==> src/rtl/dual_operand_alu.sv <==
module dual_operand_alu #(
  parameter int DW = 16
) (
  input  logic          clk,
  input  logic          rst_n,
  input  logic          in_valid,
  input  logic [3:0]    op,
  input  logic          byte_mode,
  input  logic [DW-1:0] src,
  input  logic [DW-1:0] dst,
  input  logic          carry_in,
  output logic          out_valid,
  output logic [DW-1:0] result,
  output logic          wb_en,
  output logic          flag_v,
  output logic          flag_n,
  output logic          flag_z,
  output logic          flag_c,
  output logic          upd_v,
  output logic          upd_n,
  output logic          upd_z,
  output logic          upd_c
);
  localparam int HW  = DW / 2;
  localparam int ND  = DW / 4;
  localparam int NDH = HW / 4;

  localparam logic [3:0] OP_MOV  = 4'd0;
  localparam logic [3:0] OP_ADD  = 4'd1;
  localparam logic [3:0] OP_ADDC = 4'd2;
  localparam logic [3:0] OP_SUB  = 4'd3;
  localparam logic [3:0] OP_SUBC = 4'd4;
  localparam logic [3:0] OP_CMP  = 4'd5;
  localparam logic [3:0] OP_DADD = 4'd6;
  localparam logic [3:0] OP_BIT  = 4'd7;
  localparam logic [3:0] OP_BIC  = 4'd8;
  localparam logic [3:0] OP_BIS  = 4'd9;
  localparam logic [3:0] OP_XOR  = 4'd10;
  localparam logic [3:0] OP_AND  = 4'd11;

  function automatic logic sgn(input logic [DW-1:0] x, input logic bm);
    return bm ? x[HW-1] : x[DW-1];
  endfunction

  logic [DW-1:0] mask, s_m, d_m, x_m;
  logic          is_sub, cin;
  logic [DW:0]   sum;
  logic          bin_cy;

  assign mask   = byte_mode ? {{(DW-HW){1'b0}}, {HW{1'b1}}} : {DW{1'b1}};
  assign s_m    = src & mask;
  assign d_m    = dst & mask;
  assign is_sub = (op == OP_SUB) || (op == OP_SUBC) || (op == OP_CMP);
  assign x_m    = is_sub ? (~src & mask) : s_m;
  assign cin    = (op == OP_ADD) ? 1'b0 :
                  ((op == OP_SUB) || (op == OP_CMP)) ? 1'b1 : carry_in;
  assign sum    = {1'b0, d_m} + {1'b0, x_m} + {{DW{1'b0}}, cin};
  assign bin_cy = byte_mode ? sum[HW] : sum[DW];

  logic [DW-1:0] dec_res;
  logic          dec_cy_half, dec_cy_full;

  always_comb begin
    logic [4:0] t;
    logic       cy;
    cy          = carry_in;
    dec_res     = '0;
    dec_cy_half = 1'b0;
    for (int i = 0; i < ND; i++) begin
      t = {1'b0, d_m[4*i +: 4]} + {1'b0, s_m[4*i +: 4]} + {4'b0, cy};
      if (t >= 5'd10) begin
        t  = t - 5'd10;
        cy = 1'b1;
      end else begin
        cy = 1'b0;
      end
      dec_res[4*i +: 4] = t[3:0];
      if (i == NDH - 1) dec_cy_half = cy;
    end
    dec_cy_full = cy;
  end

  logic [DW-1:0] n_res;
  logic          n_wb, n_v, n_c, n_n, n_z;
  logic [3:0]    n_en;

  always_comb begin
    n_res = '0;
    n_wb  = 1'b0;
    n_en  = 4'b0000;
    n_v   = 1'b0;
    n_c   = 1'b0;
    unique case (op)
      OP_MOV: begin
        n_res = s_m;
        n_wb  = 1'b1;
      end
      OP_ADD, OP_ADDC, OP_SUB, OP_SUBC, OP_CMP: begin
        n_res = sum[DW-1:0] & mask;
        n_wb  = (op != OP_CMP);
        n_en  = 4'b1111;
        n_c   = bin_cy;
        n_v   = (sgn(d_m, byte_mode) == sgn(x_m, byte_mode)) &&
                (sgn(n_res, byte_mode) != sgn(d_m, byte_mode));
      end
      OP_DADD: begin
        n_res = dec_res & mask;
        n_wb  = 1'b1;
        n_en  = 4'b1111;
        n_c   = byte_mode ? dec_cy_half : dec_cy_full;
        n_v   = (sgn(d_m, byte_mode) == sgn(s_m, byte_mode)) &&
                (sgn(n_res, byte_mode) != sgn(d_m, byte_mode));
      end
      OP_AND, OP_BIT: begin
        n_res = s_m & d_m;
        n_wb  = (op == OP_AND);
        n_en  = 4'b1111;
        n_c   = |n_res;
      end
      OP_XOR: begin
        n_res = s_m ^ d_m;
        n_wb  = 1'b1;
        n_en  = 4'b1111;
        n_c   = |n_res;
        n_v   = sgn(s_m, byte_mode) && sgn(d_m, byte_mode);
      end
      OP_BIC: begin
        n_res = ~s_m & d_m;
        n_wb  = 1'b1;
      end
      OP_BIS: begin
        n_res = s_m | d_m;
        n_wb  = 1'b1;
      end
      default: ;
    endcase
    n_n = sgn(n_res, byte_mode);
    n_z = (n_res == '0);
  end

  always_ff @(posedge clk) begin
    if (!rst_n || !in_valid) begin
      out_valid <= 1'b0;
      result    <= '0;
      wb_en     <= 1'b0;
      {upd_v, upd_n, upd_z, upd_c}     <= 4'b0000;
      {flag_v, flag_n, flag_z, flag_c} <= 4'b0000;
    end else begin
      out_valid <= 1'b1;
      result    <= n_res;
      wb_en     <= n_wb;
      {upd_v, upd_n, upd_z, upd_c}     <= n_en;
      {flag_v, flag_n, flag_z, flag_c} <= {n_v, n_n, n_z, n_c} & n_en;
    end
  end


  latency_chk: assert property (@(posedge clk) disable iff (!rst_n)
    $past(in_valid) == out_valid);


  idle_quiet_chk: assert property (@(posedge clk) disable iff (!rst_n)
    !out_valid |-> (!wb_en && result == '0 &&
                    {upd_v, upd_n, upd_z, upd_c, flag_v, flag_n, flag_z, flag_c} == 8'h00));


  flag_gate_chk: assert property (@(posedge clk) disable iff (!rst_n)
    (!upd_v -> !flag_v) && (!upd_n -> !flag_n) && (!upd_z -> !flag_z) && (!upd_c -> !flag_c));


  byte_upper_chk: assert property (@(posedge clk) disable iff (!rst_n)
    $past(in_valid && byte_mode) |-> result[DW-1:HW] == '0);


  cmp_nowb_chk: assert property (@(posedge clk) disable iff (!rst_n)
    $past(in_valid && op == OP_CMP) |-> (!wb_en && upd_v && upd_n && upd_z && upd_c));


  logic_flag_chk: assert property (@(posedge clk) disable iff (!rst_n)
    $past(in_valid && (op == OP_AND || op == OP_BIT)) |-> (upd_v && !flag_v && flag_c == !flag_z));


  setclr_noflag_chk: assert property (@(posedge clk) disable iff (!rst_n)
    $past(in_valid && (op == OP_BIC || op == OP_BIS || op == OP_MOV)) |->
      (wb_en && {upd_v, upd_n, upd_z, upd_c} == 4'b0000));


  reserved_chk: assert property (@(posedge clk) disable iff (!rst_n)
    $past(in_valid && op >= 4'd12) |->
      (out_valid && !wb_en && result == '0 && {upd_v, upd_n, upd_z, upd_c} == 4'b0000));
endmodule

==> config.mk <==
export PLATFORM = sky130hd
export DESIGN_NAME = dual_operand_alu
export DESIGN_NICKNAME = d
export VERILOG_FILES = /design/src/rtl/dual_operand_alu.sv
export SDC_FILE = /design/constraint.sdc
export NUM_CORES = 1
export LEC_CHECK = 0
export BUFFER_PORTS_ARGS = -buffer_cell sky130_fd_sc_hd__buf_4
export CORE_UTILIZATION = 40
export CTS_CLUSTER_SIZE = 8
export DETAILED_ROUTE_END_ITERATION = 8
export PLACE_DENSITY = 0.67
export SLEW_MARGIN = 20
export SYNTH_ARGS = -nofsm -noshare
export SYNTH_HDL_FRONTEND = slang
export SYNTH_SLANG_ARGS = --single-unit
==> constraint.sdc <==
create_clock -name clk -period 8.72 [get_ports clk]
set_input_delay 0.436 -clock clk [delete_from_list [all_inputs] [get_ports clk]]
set_output_delay 0.436 -clock clk [all_outputs]
set_load 0.02 [all_outputs]
---- Word level (Yosys, flattened, before mapping) ----
Index checks and enable logic that the tools add are counted.
word-level totals
  register bits after elaboration ......... 26
  bits of input ports ..................... 41
  output and inout bits ................... 26
  logic and storage cells ................. 100
cells by class
  $add $sub $neg .......................... 14
  magnitude comparators ................... 4
  equal/unequal tests ..................... 16
  mux-type cells .......................... 26
  bitwise logic cells ..................... 12
  reductions and logical operators ........ 17
operators by type and width
  operator               count
  $and A16 B16 Y16       7
  $pmux W16 S7           1
  $mux W16               2
  $not A16 Y16           2
  $reduce_or A16 Y1      2
  $add A4 B4 Y5          4
  $add A5 B1 Y5          4
  $ge A5 B4 Y1 const B   4
  $mux W4                5
  $add A16 B16 Y17       1
  $add A17 B1 Y17        1
  $eq A4 B3 Y1 const B   4
  $eq A4 B4 Y1 const B   4
  $logic_not A16 Y1      1
  $or A16 B16 Y16        1
  $sub A4 B4 Y4 const B  4
  $xor A16 B16 Y16       1
  $mux W1                15
  $reduce_or A5 Y1       2
  $reduce_or A9 Y1       1
  $eq A4 B2 Y1 const B   2
  $pmux W1 S3            2
  $and A4 B4 Y4          1
  $eq A4 B1 Y1 const B   1
  9 further kinds        17

---- Depth between registers and ports, before layout ----
Gate-level depths: netlist of run 1.
  word-level depth ........................ 21
  gate-level depth with buffers ........... 37
  depth with buffers taken out ............ 37

---- Least setup slack after synthesis of run 1 ----
Ideal clock, no wire load.
  path type ............................... input-to-reg
  start ................................... input src[0]
  end ..................................... register flag_z
  setup time .............................. 0.088 ns
  data arrival time ....................... 7.903 ns
  data required time ...................... 8.632 ns
  setup slack ............................. 0.729 ns
  stages .................................. 36
  buffers on the path ..................... 0
  cell sequence ........................... inv_1 > fa_1 > fa_1 > xnor2_1 > inv_1 > ha_1 > o21ai_0 > a311oi_1 > nor2_1 > fa_1 > inv_1 > fa_1 > ha_1 > a21bo_1 > nand3_2 > a31oi_4 > inv_1 > fa_1 > fa_1 > xnor2_1 > inv_1 > ha_1 > o21ai_0 > a31oi_2 > fa_1 > inv_1 > fa_1 > inv_1 > ha_1 > nand2_1 > a211oi_1 > a31oi_1 > xnor2_1 > a221oi_1 > nand4_1 > nor4_2
between the ends
  cells in the longest elaborated chain, start to end .. 18
  elaborated cells between the ends (all ways) .. 36
  those cells by class .................... add/sub: 11; order compare: 4; mux: 9; bitwise: 11; reduce/logical: 1
RTL lines
  item                                           line    source
  start, declared                                9       input logic [DW-1:0] src,
  $and A16 B16 Y16                               51      assign s_m = src & mask;
  $add A4 B4 Y5                                  70      t = {1'b0, d_m[4*i +: 4]} + {1'b0, s_m[4*i +: 4]} + {4'b0, cy};
  $add A5 B1 Y5                                  70
  $ge A5 B4 Y1                                   71      if (t >= 5'd10) begin
  $mux W1                                        71
  $add A5 B1 Y5                                  70
  $ge A5 B4 Y1                                   71
  $mux W1                                        71
  [2 not listed]                                 n/a
  $mux W1                                        71
  $add A5 B1 Y5                                  70
  $sub A4 B4 Y4 or $ge A5 B4 Y1 (tied branches)  72, 71
  $mux W4                                        71
  $and A16 B16 Y16                               107     n_res = dec_res & mask;
  $pmux W16 S7 (*)                               93      unique case (op)
  $logic_not A16 Y1 (*)                          138     n_z = (n_res == '0);
  $and A4 B4 Y4 (*)                              153     {flag_v, flag_n, flag_z, flag_c} <= {n_v, n_n, n_z, n_c} & n_en;
  end signal, assigned                           153
  end, declared                                  17      output logic flag_z,
Every way passes the cells marked *; elsewhere a longest branch is shown, timed or not.
A chain may end at the register's enable or synchronous reset.

---- Worst setup path after layout of run 1 ----
Ends and elaborated chain as after synthesis.

==> metrics.cfg, run 1 <==
[synth]
synth_edf_count=0
ys_top_cells_by_count=ha_1, inv_1, nand2_1
yosys_register_bits=23
synth_nets=671
synth_most_common_cell=ha_1
ys_seq_area_share_pct=10.8
ys.flop_type=dfxtp_1
ys_async_sr_fraction_pct=0
netlist_top_cells_area=ha_1, dfxtp_1, xnor2_1, inv_1, fa_1
netlist_area_um2=4250
synth_cells=552
ys_warn_count=0
synth_top_area_share_pct=20.0
synth_area_leader_cell=ha_1
yosysUniqueCellTypes=70
synth_area_per_cell_um2=7.70

[floorplan]
rows=37
die_area_um2=11000
core-area_um2=10300
die_h_um=105
ioPinCount=67
chipWidth_um=105
start_util_pct=41.2

[route]
first_iter_violations=303
num_vias=4238
detail_route.wl_per_cell_um=17.1
wl_um=12700
routed_via_density=5.68
drcViolationCount=0
drt_pass1_iterations=7
ant_nets=0

[final_layout]
drive_above_1_share_pct=17.7
final_area_um2=5010
stdcell_count=746
fin_nets=730
fin_util_pct=48.5
area_growth_pct=17.8
fillers=1034
num_antenna_cells=0

[hold_path]
min_from=in_valid
whs_path_depth=3
hp-class=input pin to flop

[clocking]
cts_max_path_buffers=2
clkTransAtPathRegs_ps=70
cts_root_buf=clkbuf_8
cts.sinks=23
ctsHtreeMaxLevel=1
numCtsBuffers=3
cts_tree=built
postCtsHoldBufs=0

[critical_path]
cp.required_ps=8900
cp_common_cell=fa_1
slowest_delay_ps=470
worst_path_max_delay_cell=fa_1
path_buf_inv=7
crit_path_end_kind=flop
critPathKind=input pin to flop
cp.depth=37
crit_start=src[0]
startpoint_type=input pin
cp_top_family=adder cells
cp.arrival_ps=8500
crit_fanout=5

[sta]
clock.fmax_mhz=120
maxSlewHeadroom_pct=27.9
setup_viol=0
tightest_slew_ps=1050
period_share_pct=95.5
final.setup.tns_ps=0
fin_crit_ps=8330
hold_viol=0
drv_slew=0

[pwr]
ir_drop_uv=78.0
power_density_nw_per_um2=103
p_leak_nw=2.40

[grt]
grt_pass1_wl_um=20300
grt_max_degree=37
antenna_found_initial=0
grt.overflow.total=0
track_usage_pct=22.9
grt_pass1_vias=3897

[place]
dp.cells=737
dpl.hpwl_um=10100
placed_area_um2=4880
gp_congestion=0.975
port_buffers=66

[status]
outcome=completed

[run]
max_cap_violations=0

## final timing paths
kind,endpoint
setup / recovery,flag_z
hold / removal,out_valid
## what timing repair did
action,in CTS,in global routing
buffers inserted,0,5
gates resized for setup,0,9
endpoints found under the setup margin,0,7
## registers in the layout, indices dropped and copies added (netlist names)
| register | cells |
|---|---|
| flag_n | 1 |
| wb_en | 1 |
| flag_v | 1 |
| flag_c | 1 |
| out_valid | 1 |
| upd_v | 1 |
| result | 16 |
| flag_z | 1 |
## kinds of logic (layout without fill, tap and decap cells)
group / after synthesis / in the layout / share of synthesized area, %
simple gates: 194 / 194 / 23.3
compound gates: 128 / 128 / 22.2
fa+ha+maj: 78 / 78 / 24.7
buf+inv: 75 / 133 / 7.06
xor+xnor: 36 / 36 / 7.59
flops: 23 / 23 / 10.8
mux: 18 / 18 / 4.33
## routing by layer
| layer | GRT usage [%] | vias up | wire length [um] |
|---|---|---|---|
| met5 | 0 | - | 0 |
| met4 | 6.14 | 0 | 282 |
| met3 | 1.19 | 22 | 598 |
| met2 | 38.1 | 156 | 5760 |
| met1 | 32.0 | 1986 | 6100 |
| li1 | - | 2074 | - |
## layout by cell type (no fill, tap or decap), types with 4 or more instances in the layout
cell type and instances:
buf_4 75, ha_1 67, inv_1 54, nand2_1 50, nor2_1 46, xnor2_1 27, nand2b_1 25, a21oi_1 24
o21ai_0 23, dfxtp_1 23, mux2i_1 15, nand3_1 11, a211oi_1 11, nor2b_1 11, nor4_1 10, fa_1 10
a221o_1 7, a221oi_1 7, a31oi_1 6, nor3_1 6, xor2_1 5, a22oi_1 5, nand4_1 5, a21o_1 5
or2_2 4, nand3b_1 4, and2_1 4, a22o_1 4, nor3b_1 4
## through the flow
step	total power, mW	setup slack, ps	hold WS (ps)
floorplan	0.345	729	575
global placement	0.426	264	696
detailed placement	0.433	-76.7	701
CTS	0.496	161	433
global route	0.551	-93.4	467
finish	0.513	392	437
## cell type report
class / count / area (um2) / area share [%]
inverters: 54 / 203 / 4.05
repair buffers: 75 / 563 / 11.2
well taps: 136 / 170 / 3.40
flip-flops and latches: 23 / 460 / 9.20
multi-input cells: 454 / 3560 / 71.2
clock buffers: 4 / 45.0 / 0.900
## power breakdown
part	switching, mW	internal, mW	total [mW]
Sequential	0.00126	0.109	0.111
Clock	0.0297	0.0325	0.0622
Combinational	0.195	0.145	0.340
Total	0.226	0.287	0.513
## tightest hold or removal path: stages
cell     delay [ps]
buf_4            70
nand2_1          60
inv_1            90
Power figures use the tool's default switching activity.
==> run 2: changes to the inputs <==
--- a/config.mk
+++ b/config.mk
@@ -6,10 +6,12 @@
 export NUM_CORES = 1
 export LEC_CHECK = 0
 export BUFFER_PORTS_ARGS = -buffer_cell sky130_fd_sc_hd__buf_4
-export CORE_UTILIZATION = 40
+export CELL_PAD_IN_SITES_DETAIL_PLACEMENT = 1
+export CELL_PAD_IN_SITES_GLOBAL_PLACEMENT = 1
+export CORE_UTILIZATION = 43
 export CTS_CLUSTER_SIZE = 8
 export DETAILED_ROUTE_END_ITERATION = 8
-export PLACE_DENSITY = 0.67
+export PLACE_DENSITY = 0.89
 export SLEW_MARGIN = 20
 export SYNTH_ARGS = -nofsm -noshare
 export SYNTH_HDL_FRONTEND = slang
==> run 2 against run 1 <==
Effect of this change: wire length rose by 15%; non-clock buffer count rose by 2; global-route usage rose by 6.3 points; sequential power barely moved; sequential share of layout area barely moved; count of clock-buffer cells in the layout fell by 1; total power rose by 2.9%; cell count fell by 0.67%; first-iteration DRC count rose by 13%; combinational power rose by 4%; critical endpoint unchanged.
==> metrics.cfg, run 2 (synthesized netlist as in run 1, its figures left out) <==
[status]
outcome=completed  ; unchanged

[critical_path]
cp.arrival_ps=8550  ; was 8500 ps
crit_start=src[0]  ; unchanged
crit_path_end_kind=flop  ; unchanged
worst_path_max_delay_cell=fa_1  ; unchanged
cp.required_ps=8910  ; was 8900 ps
slowest_delay_ps=470  ; about the same
crit_fanout=5  ; unchanged
cp_common_cell=fa_1  ; unchanged
startpoint_type=input pin  ; unchanged
critPathKind=input pin to flop  ; unchanged

[clocking]
clkTransAtPathRegs_ps=80  ; was 70 ps
cts_root_buf=clkbuf_8  ; unchanged
ctsHtreeMaxLevel=1  ; unchanged
cts_tree=built  ; unchanged
numCtsBuffers=3  ; unchanged
cts_max_path_buffers=2  ; unchanged
cts.sinks=23  ; unchanged

[grt]
antenna_found_initial=0  ; unchanged
grt.overflow.total=0  ; unchanged
grt_pass1_wl_um=23400  ; was 20300 um
grt_max_degree=37  ; unchanged
grt_pass1_vias=4544  ; was 3897
track_usage_pct=29.2  ; was 22.9%

[place]
dpl.hpwl_um=11800  ; was 10100 um
gp_congestion=0.978  ; was 0.975
port_buffers=66  ; unchanged
dp.cells=731  ; was 737

[sta]
maxSlewHeadroom_pct=34.0  ; was 27.9%
fin_crit_ps=8360  ; was 8330 ps
grt_setup_unrepaired=false
final.setup.tns_ps=0  ; unchanged
clock.fmax_mhz=120  ; about the same
period_share_pct=95.9  ; was 95.5%
drv_slew=0  ; unchanged
hold_viol=0  ; unchanged
tightest_slew_ps=976  ; was 1050 ps
setup_viol=0  ; unchanged

[route]
drt_pass1_iterations=5  ; was 7
routed_via_density=5.94  ; was 5.68
first_iter_violations=343  ; was 303
wl_um=14700  ; was 12700 um
drcViolationCount=0  ; unchanged
detail_route.wl_per_cell_um=19.8  ; was 17.1 um
num_vias=4401  ; was 4238
ant_nets=0  ; unchanged

[pwr]
ir_drop_uv=58.5  ; was 78.0 uV
power_density_nw_per_um2=105  ; was 103 nW/um2
p_leak_nw=2.40  ; about the same

[floorplan]
start_util_pct=45.1  ; was 41.2%
rows=35  ; was 37
ioPinCount=67  ; unchanged
chipWidth_um=101  ; was 105 um
core-area_um2=9420  ; was 10300 um2
die_h_um=101  ; was 105 um
die_area_um2=10300  ; was 11000 um2

[run]
max_cap_violations=0  ; unchanged

[final_layout]
area_growth_pct=17.9  ; was 17.8%
final_common_cell=buf_4  ; unchanged
top_register=result  ; unchanged
drive_above_1_share_pct=18.8  ; was 17.7%
fin_nets=732  ; was 730
fillers=1196  ; was 1034
layout_common_cells=buf_4, ha_1, inv_1  ; unchanged
largest_register_ff_count=16  ; unchanged
num_antenna_cells=0  ; unchanged
stdcell_count=741  ; was 746

[hold_path]
min_from=in_valid  ; unchanged
hp-class=input pin to flop  ; unchanged

-- run 2: worst paths after layout --
| kind | to | slack (ps) | depth (start not counted) |
|---|---|---|---|
| max | flag_z | 360 | 37 |
| min | out_valid | 420 | 3 |
-- run 2: metal layers --
metal / track usage [%] / vias to the layer above / part of all wire, %
li1: - / 2078 / -
met1: 37.6 / 2091 / 43
met2: 50.5 / 195 / 48
met3: 1.86 / 37 / 6.0
met4: 11.9 / 0 / 3.3
met5: 0 / - / 0
-- run 2: critical path, delay by kind of cell --
family	cells	cell delay, ps
buffers and inverters	7	580
xor gates and xnor gates	4	760
AOI/OAI and AO/OA	10	2100
and+or+nand+nor	4	520
adders and majority gates	12	4140
-- run 2: final cells by class --
cell class                 instances  area [um2]  share of cell area (%)
inverter                          54         203                    4.05
timing repair buffer              77         578                    11.5
tap                              129         161                    3.22
sequential                        23         460                    9.19
clock buffer                       3        41.3                   0.824
clock inverter                     1        5.00                  0.0999
multi-input combinational        454        3560                    71.1
-- run 2: metrics by stage --
step	hold WS, ps	instance area, um2	setup WS, ps	power (mW)	util, %
floorplan	575	4250	729	0.345	-
global placement	697	4860	278	0.426	51.6
global route	445	5010	29.7	0.564	53.2
finish	422	5010	358	0.528	53.2
detailed placement	700	4860	-494	0.444	51.6
CTS	422	4930	4.62	0.512	52.4
-- run 2: repair_timing --
| action | in CTS | in global routing |
|---|---|---|
| pin swaps | 2 | 6 |
| buffers inserted | 1 | 5 |
| hold buffers | 0 | 0 |
| endpoints found under the setup margin | 3 | 7 |
| resized for setup | 4 | 9 |
-- run 2: where the power goes --
group | leakage (nW) | total (mW) | switching, mW | internal, mW
sequential | 0.187 | 0.111 | 0.00126 | 0.109
clock | 0.0255 | 0.0638 | 0.0319 | 0.0319
combinational | 2.18 | 0.354 | 0.207 | 0.146
==> run 3: changes to the inputs <==
--- a/config.mk
+++ b/config.mk
@@ -5,10 +5,12 @@
 export SDC_FILE = /design/constraint.sdc
 export NUM_CORES = 1
 export LEC_CHECK = 0
+export ABC_AREA = 1
 export BUFFER_PORTS_ARGS = -buffer_cell sky130_fd_sc_hd__buf_4
+export CAP_MARGIN = 25
 export CELL_PAD_IN_SITES_DETAIL_PLACEMENT = 1
 export CELL_PAD_IN_SITES_GLOBAL_PLACEMENT = 1
-export CORE_UTILIZATION = 43
+export CORE_UTILIZATION = 40
 export CTS_CLUSTER_SIZE = 8
 export DETAILED_ROUTE_END_ITERATION = 8
 export PLACE_DENSITY = 0.89
==> run 3 against run 2 <==
Effect of this change: combinational power down 5.6%; flip-flop and latch count unchanged; worst setup slack better by 810 ps; clock power up 51%; worst hold slack better by 3.0 ps; critical path type unchanged; critical endpoint is now flag_n; largest power group unchanged.
==> metrics.cfg, run 3 <==
[synth]
ys.flop_type=dfxtp_1  ; unchanged
synth_nets=909  ; was 671
ys_top_cells_by_count=nand2_1, inv_1, nor2_1  ; was ha_1, inv_1, nand2_1
synth_edf_count=0  ; unchanged
synth_cells=790  ; was 552
yosys_register_bits=23  ; unchanged
ys_async_sr_fraction_pct=0  ; unchanged
ys_warn_count=0  ; unchanged
synth_area_leader_cell=nand2_1  ; was ha_1
ys_seq_area_share_pct=10.2  ; was 10.8%
synth_top_area_share_pct=18.9  ; was 20.0%
synth_most_common_cell=nand2_1  ; was ha_1
yosysUniqueCellTypes=34  ; was 70
netlist_top_cells_area=nand2_1, ha_1, inv_1, dfxtp_1, nand3_1  ; was ha_1, dfxtp_1, xnor2_1, inv_1, fa_1
synth_area_per_cell_um2=5.73  ; was 7.70 um2
netlist_area_um2=4530  ; was 4250 um2

[final_layout]
num_antenna_cells=0  ; unchanged
fin_util_pct=47.5  ; was 53.2%
stdcell_count=986  ; was 741
area_growth_pct=14.8  ; was 17.9%
fillers=1563  ; was 1196
drive_above_1_share_pct=10.2  ; was 18.8%
top_register=result  ; unchanged
largest_register_ff_count=16  ; unchanged
multi_input_area_um2=3420  ; was 3560 um2
regArea_um2=460  ; unchanged
fin_nets=966  ; was 732
layout_common_cells=nand2_1, inv_1, nor2_1  ; was buf_4, ha_1, inv_1
final_common_cell=nand2_1  ; was buf_4

[run]
max_cap_violations=0  ; unchanged

[sta]
setup_viol=0  ; unchanged
setup_slack_ps=1170  ; was 358 ps
hold_viol=0  ; unchanged
period_share_pct=86.6  ; was 95.9%
whs_ps=425  ; was 422 ps
maxSlewHeadroom_pct=48.6  ; was 34.0%
final.setup.tns_ps=0  ; unchanged
tightest_slew_ps=764  ; was 976 ps
clock.fmax_mhz=132  ; was 120 MHz
drv_slew=0  ; unchanged
fin_crit_ps=7550  ; was 8360 ps
grt_setup_unrepaired=false  ; unchanged

[place]
dpl.hpwl_um=14300  ; was 11800 um
dp.cells=982  ; was 731
preCtsSetupSlack_ps=977  ; was -494 ps
gp_congestion=0.959  ; was 0.978
port_buffers=66  ; unchanged

[grt]
grt_use_met2_pct=53.7  ; was 50.5%
grt_pass1_wl_um=27200  ; was 23400 um
gr-max-usage-layer=met2  ; unchanged
antenna_found_initial=0  ; unchanged
grt.overflow.total=0  ; unchanged
grt_max_degree=26  ; was 37
use_met1_pct=36.3  ; was 37.6%
grt_pass1_vias=5446  ; was 4544
track_usage_pct=30.1  ; was 29.2%
grt_util_met3_pct=4.04  ; was 1.86%

[clocking]
cts_tree=built  ; unchanged
cts_max_path_buffers=2  ; unchanged
ctsResizeCount=0  ; was 4
post-cts-setup-buffer-count=0  ; was 1
clkTransAtPathRegs_ps=60  ; was 80 ps
ctsHtreeMaxLevel=1  ; unchanged
postCtsHoldBufs=0  ; unchanged
numCtsBuffers=3  ; unchanged
cts_root_buf=clkbuf_16  ; was clkbuf_8
cts.sinks=23  ; unchanged

[route]
drt_pass1_iterations=5  ; unchanged
num_vias=5293  ; was 4401
routed_via_density=5.37  ; was 5.94
ant_nets=0  ; unchanged
first_iter_violations=313  ; was 343
detail_route.wl_per_cell_um=17.6  ; was 19.8 um
wl_um=17300  ; was 14700 um
drcViolationCount=0  ; unchanged

[critical_path]
cp_common_cell=nand2_1  ; was fa_1
crit_fanout=5  ; unchanged
cp.required_ps=8870  ; was 8910 ps
slowest_delay_ps=480  ; was 470 ps
path_buf_inv=10  ; was 7
cp.arrival_ps=7710  ; was 8550 ps
crit_path_end_kind=flop  ; unchanged
startpoint_type=input pin  ; unchanged
worst_path_max_delay_cell=fa_1  ; unchanged
critPathKind=input pin to flop  ; unchanged
cp_top_family=adder cells  ; unchanged

[pwr]
ir_drop_uv=153  ; was 58.5 uV
power_density_nw_per_um2=104  ; was 105 nW/um2
p_leak_nw=3.05  ; was 2.40 nW

[floorplan]
rows=38  ; was 35
die_area_um2=11700  ; was 10300 um2
ioPinCount=67  ; unchanged
core-area_um2=10900  ; was 9420 um2
die_h_um=108  ; was 101 um
start_util_pct=41.4  ; was 45.1%
chipWidth_um=108  ; was 101 um

[hold_path]
hp-class=input pin to flop  ; unchanged

[status]
outcome=completed  ; unchanged

==> run 3: changes by cell type after synthesis, moves of 9 or more <==
cell and delta:
clkbuf_1 -9, mux2i_1 -15, nor2_1 +45, inv_1 +89, nand2_1 +178, nand2b_1 -25, xnor2_1 -29, nand3_1 +64
o21ai_0 +12, nor2b_1 -11, a211oi_1 -9
==> run 3: cell type report <==
cell class	instances	share of cell area [%]
clock buffer	3	1.44
clock inverter	1	0.0963
inverter	146	10.5
multi-input combinational	605	65.9
sequential	23	8.86
tap	140	3.37
timing repair buffer	68	9.82
==> run 3: metrics by stage <==
| stage | cell area, um2 | power [mW] |
|---|---|---|
| finish | 5200 | 0.542 |
| global route | 5200 | 0.587 |
| CTS | 5190 | 0.539 |
| detailed placement | 5110 | 0.440 |
| global placement | 5110 | 0.423 |
| floorplan | 4530 | 0.336 |
==> run 3: path summary, 6_finish.rpt <==
check               from      to  slack, ps  cells after the start
hold / removal     op[0]   wb_en        430                      2
setup / recovery  src[0]  flag_n       1170                     43
==> run 3: power by group <==
group	internal [mW]	switching, mW
clock	0.0615	0.0348
sequential	0.110	0.00157
combinational	0.114	0.221
==> run 3: cells by family after synthesis <==
kind of cell / after synthesis / synth area share (%)
AO/OA/AOI/OAI: 83 / 9.84
XOR/XNOR: 14 / 2.71
adder cells (fa/ha/maj): 78 / 23.2
buffers and inverters: 162 / 14.3
flip-flops: 23 / 10.2
AND/OR/NAND/NOR: 430 / 39.8
==> run 3: per-layer routing <==
metal	wire, um	part of all wire, %	vias to the layer above
met1	7580	44	2506
met5	0	0	-
met4	601	3.5	0
li1	-	-	2598
met3	912	5.3	40
met2	8230	48	149
